--- src/rtl/rect_engine.sv ---
module rect_engine #(
  parameter int XW = 12,
  parameter int AW = 20
) (
  input  logic          clk,
  input  logic          rst_n,
  input  logic          start,
  input  logic          op_copy,
  input  logic [5:0]    depth,
  input  logic [XW-1:0] scr_w,
  input  logic [XW-1:0] src_x,
  input  logic [XW-1:0] src_y,
  input  logic [XW-1:0] dst_x,
  input  logic [XW-1:0] dst_y,
  input  logic [XW-1:0] rect_w,
  input  logic [XW-1:0] rect_h,
  input  logic [31:0]   colour,
  output logic          mem_rd_en,
  output logic [AW-1:0] mem_rd_addr,
  input  logic [7:0]    mem_rd_data,
  output logic          mem_wr_en,
  output logic [AW-1:0] mem_wr_addr,
  output logic [7:0]    mem_wr_data,
  output logic          busy,
  output logic          done,
  output logic [XW-1:0] dirty_x,
  output logic [XW-1:0] dirty_y,
  output logic [XW-1:0] dirty_w,
  output logic [XW-1:0] dirty_h
);

  typedef enum logic [1:0] {S_IDLE, S_RUN, S_WRB} st_t;
  st_t st;

  logic          op_q, up_q, rev_q;
  logic [2:0]    bypp_q;
  logic [AW-1:0] pitch_q, rowlen_q;
  logic [XW-1:0] sx_q, sy_q, dx_q, dy_q, w_q, h_q;
  logic [31:0]   colour_q;
  logic [XW-1:0] r;
  logic [AW-1:0] c;
  logic [1:0]    ph;

  logic [2:0]    bypp_in;
  logic [XW-1:0] ry;
  logic [AW-1:0] cb, src_addr, dst_addr;
  logic          need_rd, last_byte, last_row;

  assign bypp_in = 3'(({1'b0, depth} + 7'd7) >> 3);

  assign ry = up_q  ? h_q - XW'(1) - r       : r;
  assign cb = rev_q ? rowlen_q - AW'(1) - c  : c;

  assign dst_addr = (AW'(dy_q) + AW'(ry)) * pitch_q + AW'(dx_q) * AW'(bypp_q) + cb;
  assign src_addr = op_q ? (AW'(sy_q) + AW'(ry)) * pitch_q + AW'(sx_q) * AW'(bypp_q) + cb
                         : AW'(dy_q) * pitch_q + AW'(dx_q) * AW'(bypp_q) + cb;

  assign need_rd     = op_q || (r != '0);
  assign mem_rd_en   = (st == S_RUN) && need_rd;
  assign mem_rd_addr = src_addr;
  assign mem_wr_en   = ((st == S_RUN) && !need_rd) || (st == S_WRB);
  assign mem_wr_addr = dst_addr;
  assign mem_wr_data = (st == S_WRB) ? mem_rd_data : colour_q[{ph, 3'b000} +: 8];

  assign last_byte = (c == rowlen_q - AW'(1));
  assign last_row  = (r == h_q - XW'(1));

  assign dirty_x = dx_q;
  assign dirty_y = dy_q;
  assign dirty_w = w_q;
  assign dirty_h = h_q;

  always_ff @(posedge clk) begin
    if (!rst_n) begin
      st       <= S_IDLE;
      busy     <= 1'b0;
      done     <= 1'b0;
      op_q     <= 1'b0;
      up_q     <= 1'b0;
      rev_q    <= 1'b0;
      bypp_q   <= 3'd1;
      pitch_q  <= '0;
      rowlen_q <= '0;
      sx_q     <= '0;
      sy_q     <= '0;
      dx_q     <= '0;
      dy_q     <= '0;
      w_q      <= '0;
      h_q      <= '0;
      colour_q <= '0;
      r        <= '0;
      c        <= '0;
      ph       <= '0;
    end else begin
      done <= 1'b0;
      case (st)
        S_IDLE: if (start) begin
          op_q     <= op_copy;
          up_q     <= op_copy && (dst_y > src_y);
          rev_q    <= op_copy && (dst_x > src_x);
          bypp_q   <= bypp_in;
          pitch_q  <= AW'(scr_w) * AW'(bypp_in);
          rowlen_q <= AW'(rect_w) * AW'(bypp_in);
          sx_q     <= src_x;
          sy_q     <= src_y;
          dx_q     <= dst_x;
          dy_q     <= dst_y;
          w_q      <= rect_w;
          h_q      <= rect_h;
          colour_q <= colour;
          r        <= '0;
          c        <= '0;
          ph       <= '0;
          if (rect_w == '0 || rect_h == '0) done <= 1'b1;
          else begin
            busy <= 1'b1;
            st   <= S_RUN;
          end
        end
        S_RUN:   if (need_rd) st <= S_WRB;
        S_WRB:   st <= S_RUN;
        default: st <= S_IDLE;
      endcase
      if (mem_wr_en) begin
        if (last_byte) begin
          c  <= '0;
          ph <= '0;
          if (last_row) begin
            st   <= S_IDLE;
            busy <= 1'b0;
            done <= 1'b1;
          end else r <= r + XW'(1);
        end else begin
          c  <= c + AW'(1);
          ph <= ({1'b0, ph} == bypp_q - 3'd1) ? 2'd0 : ph + 2'd1;
        end
      end
    end
  end

  AST_WR_ONLY_BUSY: assert property (@(posedge clk) disable iff (!rst_n) mem_wr_en |-> busy);
  AST_DONE_ONE_CYCLE: assert property (@(posedge clk) disable iff (!rst_n) done |=> !done);
  AST_DONE_NOT_BUSY: assert property (@(posedge clk) disable iff (!rst_n) done |-> !busy);
  AST_RD_THEN_WR: assert property (@(posedge clk) disable iff (!rst_n) mem_rd_en |=> mem_wr_en);
  AST_DIRTY_STABLE: assert property (@(posedge clk) disable iff (!rst_n)
    busy |=> (!busy || ($stable(dirty_x) && $stable(dirty_y) && $stable(dirty_w) && $stable(dirty_h))));
  AST_IGNORE_START: assert property (@(posedge clk) disable iff (!rst_n)
    (busy && start) |=> ($stable(dirty_x) && $stable(dirty_y) && $stable(dirty_w) && $stable(dirty_h)));

endmodule

--- config.mk ---
export PLATFORM = sky130hd
export DESIGN_NAME = rect_engine
export DESIGN_NICKNAME = d
export VERILOG_FILES = /design/src/rtl/rect_engine.sv
export SDC_FILE = /design/constraint.sdc
export NUM_CORES = 2
export LEC_CHECK = 0
export CORE_MARGIN = 4
export CORE_UTILIZATION = 31
export DETAILED_ROUTE_END_ITERATION = 8
export PLACE_DENSITY_LB_ADDON = 0.1
export SETUP_SLACK_MARGIN = 0.02
export SLEW_MARGIN = 15
export SYNTH_ARGS = -nofsm -noshare
export SYNTH_HDL_FRONTEND = slang
export SYNTH_SLANG_ARGS = --single-unit
--- constraint.sdc ---
create_clock -name clk -period 11.1 [get_ports clk]
set_input_delay 3.33 -clock clk [delete_from_list [all_inputs] [get_ports clk]]
set_output_delay 3.33 -clock clk [all_outputs]
set_load 0.05 [all_outputs]
# Word level (Yosys, flattened, before mapping)
# Cells that the tools add are included.
classes:
  magnitude_cmp: 2
  mul: 7
  n_shift: 1
  n_addsub: 17
  n_reduce_logical: 16
  n_mux: 37
  eq_ne: 5
op_table:
  columns: ["operator", "count"]
  rows:
  - ["$mux 20", 6]
  - ["$mux 12", 6]
  - ["$add 20x15->20", 3]
  - ["$add 20x20->20", 3]
  - ["$mul 12x3->15", 4]
  - ["$mul 13x15->20", 2]
  - ["$shiftx 32x6->8", 1]
  - ["$add 12x12->13", 2]
  - ["$gt 12x12->1", 2]
  - ["$logic_not 12->1", 2]
  - ["$mux 2", 11]
  - ["$add 20x1->20 const B", 1]
  - ["$eq 20x20->1", 1]
  - ["$mul 12x15->20", 1]
  - ["$sub 20x20->20", 1]
  - ["$sub 15x1->16 const B", 1]
  - ["$add 12x1->12 const B", 1]
  - ["$eq 12x12->1", 1]
  - ["$mux 1", 12]
  - ["$reduce_bool 12->1", 1]
  - ["$sub 12x1->12 const B", 1]
  - ["$sub 12x12->12", 1]
  - ["$mux 8", 1]
  - ["$add 6x3->6 const B", 1]
  - ["12 further kinds", 19]
word_totals:
  register_bits: 178
  elab_cells: 104
  in_bits: 134

# Logic depth before layout (Yosys ltp)
depth:
  depth_word: 8
  mapped_depth: 43

# Worst setup path before layout
# Ideal clock, no wire load.
synth_timing:
  path_kind: "register -> output"
  startpoint: "register h_q[0], in the netlist dirty_h[0]"
  endpoint: "output mem_rd_addr[19]"
  stages_incl_launch_ff: 37
  arrival_time_ps: 9229
  required_time_ps: 7770
  setup_slack_ps: -1459
  path_buffers: 0
  cell_sequence: "dfxtp_1 > inv_1 > ha_1 > inv_1 > ha_1 > nor2b_1 > o21ai_1 > a21boi_0 > or3_1 > o21ai_0 > ha_1 > o21ai_1 > o21bai_1 > a2111oi_0 > o31ai_1 > a21oi_1 > o21ai_1 > xor2_1 > nand2_1 > fa_1 > fa_1 > inv_1 > fa_1 > fa_1 > fa_1 > inv_1 > fa_1 > inv_1 > ha_1 > or3_1 > o21ai_0 > inv_1 > o211ai_1 > a31oi_1 > or3_2 > a21o_1 > o211ai_1"
synth_via:
  elab_chain_len: 8
synth_rtl:
  columns: ["element", "line_no", "rtl"]
  rows:
  - ["start: declaration", "38", "logic [XW-1:0] sx_q, sy_q, dx_q, dy_q, w_q, h_q;"]
  - ["start signal: assignment", "109", "h_q <= rect_h;"]
  - ["$sub 12x1->12", "51", "assign ry = up_q ? h_q - XW'(1) - r : r;"]
  - ["$sub 12x12->12", "51", null]
  - ["$mux 12", "51", null]
  - ["$add 12x12->13", "55", "assign src_addr = op_q ? (AW'(sy_q) + AW'(ry)) * pitch_q + AW'(sx_q) * AW'(bypp_q) + cb"]
  - ["$mul 13x15->20", "55", null]
  - ["$add 20x15->20", "55", null]
  - ["$add 20x20->20", "55", null]
  - ["$mux 20", "55", null]
  - ["end: declaration", "19", "output logic [AW-1:0] mem_rd_addr,"]
# No other way between the ends.

# Worst setup path in the final report
layout_timing:
  startpoint: "register h_q[2], in the netlist dirty_h[2]"
  endpoint: "output mem_rd_addr[19]"
# The elaborated chain is that of the path after synthesis.

==> reports/metrics.csv <==
stage;metric;value;unit
run_status;status;finished with violations;
run_status;violations;setup timing;
finish;final_cell_mix;nand2_1, inv_1, fa_1;
timing;hold_viol_final;0;
setup_path;cp-end-kind;primary output;
place;postPlaceCellArea;40000;sq um
clock_network;clk_pin_slew_worst_paths;90;ps
grt;grt_max_degree;70;
pwr;p_per_area;117;nW/um^2
synthesis;netlist_area;32100;sq um
place;port_buffers;233;
setup_path;start_kind;register;
setup_path;critical_path_required;7770;ps
finish;area_growth;32.7;%
detailed_routing;wirelength;109000;microns
timing;drv_slew;0;
detailed_routing;post-route-drc-count;0;
detailed_routing;via_per_inst;4.61;
synthesis;syn_inst;3930;
timing;max-slew-margin-rel;28.4;%
min_path;worstHoldPathType;register to register;
die;die_area;109000;sq um
setup_path;cp_max_fo;4;
setup_path;crit_arrival;9080;ps
clock_network;cts_buffer_depth;2;
clock_network;clock_sinks;178;
die;core;102000;sq um
finish;final_common_cell;nand2_1;
pwr;peakVddDrop;0.123;mV
pwr;p_leak;20.1;nW
clock_network;clock_latency;480;ps
synthesis;synth_ff_type;dfxtp_1;
timing;timing.final.ws_setup;-1310;ps
synthesis;syn_area_per_cell;8.17;sq um
clock_network;cts_buffers;17;
timing;setup_viol;22;
detailed_routing;wl_per_cell;18.3;microns
grt;groute.usage.overall;20.4;%
setup_path;slowest_stage;or4_4;
finish;drive_above_1_share;19.7;%
timing;max_freq;80.6;MHz
grt;grt_overflow;0;
die;start_util;31.4;%
synthesis;yosysSeqAreaShare;11.1;%
clock_network;cts_hold_buf;0;
detailed_routing;dr.pass1.iters;5;
synthesis;ys_ff_latch;178;
finish;fin_nets;5466;
die;die_y;330;microns
detailed_routing;drtIter0Drc;1271;
finish;final_cell_area;42600;sq um
timing;clock-skew-final;19.3;ps
grt;grt_pass1_vias;29100;
detailed_routing;vias;27300;
die;pin_count;234;
synthesis;ys_warn_count;0;
grt;antenna_found_initial;3;
clock_network;htree_levels;4;
setup_path;crit_path_frequent_cell;fa_1;
synthesis;ys_types;73;
setup_path;max_stage_delay;570;ps
detailed_routing;ant_nets;0;
die;die_x;330;microns
flow_run;timing.max_cap.violations;0;
timing;fin_crit_sh;112;%
place;globalplace.congestion;0.860;
timing;fin_tns_setup;-15800;ps
die;rows;117;
timing;worst_pin_slew;1070;ps
timing;rsz0062_at_grt;yes;
finish;utilization;41.6;%
synthesis;synth-async-reset-ratio;0;%
synthesis;synth_enable_flop_cells;0;
grt;grt_pass1_wl;170000;microns
finish;nFillCells;10400;
setup_path;worst-setup-path-type;register to primary output;
clock_network;cts_root_buffer;clkbuf_16;
timing;finalCriticalPeriod;12410;ps
synthesis;synth.net_count;4856;
place;hpwl;90100;microns
clock_network;cts_tree;done;
Yosys cell counts (4+ instances only):
cell type	number	share of area, %
nand2_1	765	8.9
inv_1	737	8.6
fa_1	493	31
ha_1	299	12
and2_1	208	4.1
dfxtp_1	178	11
clkbuf_1	166	1.9
xnor2_1	124	3.4
a21boi_0	117	2.7
a21oi_1	107	1.7
nor2_1	89	1.0
o21ai_0	78	1.2
nor2b_1	54	1.1
xor2_1	46	1.3
o21ai_1	45	0.70
nand3_1	42	0.65
and3_1	40	0.78
nand2b_1	33	0.64
a21o_1	32	0.75
nor3_1	26	0.41
o21a_1	20	0.47
o31ai_1	20	0.47
nand4_1	16	0.31
nor4_1	15	0.29
o21bai_1	15	0.35
mux2_2	14	0.49
a21boi_1	13	0.30
a31oi_1	12	0.23
mux2i_1	12	0.37
or3_1	12	0.23
nor3b_1	10	0.23
o211ai_1	9	0.21
mux4_2	8	0.56
buf_1	5	0.058
nand3b_1	5	0.12
a211oi_1	4	0.094
or4_1	4	0.094
xnor3_1	4	0.28
flip-flops by register name, indices dropped and copies added, names as in the netlist, 15 cells and up:
register and flops:
pitch_q 15, rowlen_q 15, colour_q 32, c 20
layout make-up:
class	instances	area (sq um)	area share [%]
antenna	2	5.00	0.0117
clock buffer	18	429	1.01
clock inverter	14	166	0.390
inverter	738	2780	6.53
multi-input combinational	2842	26900	63.2
sequential	178	3580	8.41
tap	1368	1710	4.02
timing repair buffer	763	7000	16.4
where the power goes:
part,total [W],internal [W],leakage [nW],switching [W]
Combinational,0.00360,0.00166,18.3,0.00194
Sequential,0.000756,0.000683,1.46,0.0000733
Clock,0.000642,0.000304,0.290,0.000338
kinds of logic (layout without fill, tap and decap cells):
logic type               after synthesis  count (layout)  synth area share (%)
other                                  0               2                     0
AO/OA/AOI/OAI                        505             505                  10.1
multiplexers                          34              34                  1.43
AND/OR/NAND/NOR                     1336            1336                  19.3
buffers and inverters                910            1533                  10.6
adder cells (fa/ha/maj)              792             792                  42.4
flip-flops                           178             178                  11.1
XOR/XNOR                             175             175                  4.97
worst max-delay path: cells and delay by family, from the launching register on:
family          cells  cell delay, ps
simple gates        6            1920
compound gates     10            1400
xor+xnor            2             530
buf+inv             9             830
fa+ha+maj           9            3630
flops               1             320
worst paths after layout:
path                            startpoint            endpoint  slack, ps  cells past startpoint
hold / removal             busy$_SDFF_PN0_     busy$_SDFF_PN0_        460                      2
setup reg to reg  rowlen_q[8]$_SDFFE_PN0P_  ph[1]$_SDFFE_PN0P_       6920                     16
setup / recovery   dirty_h[2]$_SDFFE_PN0P_     mem_rd_addr[19]      -1310                     36
hold reg to reg            busy$_SDFF_PN0_     busy$_SDFF_PN0_        460                      2
layer usage:
layer | global-route usage (%) | routed length (microns) | up-vias
met3 | 2.36 | 4090 | 87
met5 | 0 | 0 | -
met2 | 36.1 | 53300 | 445
met1 | 26.5 | 48200 | 13400
met4 | 5.29 | 2900 | 0
li1 | - | - | 13400
through the flow:
step	power, W	std cells	setup WS [ps]	hold WS, ps
after CTS	0.00494	5901	-1410	464
after detailed placement	0.00411	5840	-1040	451
final	0.00500	5923	-1310	459
after floorplan	0.00271	3930	-708	440
after global routing	0.00542	5921	-1750	481
after global placement	0.00410	5840	-968	444
timing repair:
item,in CTS,in global routing
buffers inserted,32,22
endpoints found under the hold margin,0,0
endpoints found under the setup margin,25,26
gates resized for setup,187,133
gates cloned,2,0
pin swaps,130,106
Power figures use the tool's default switching activity.
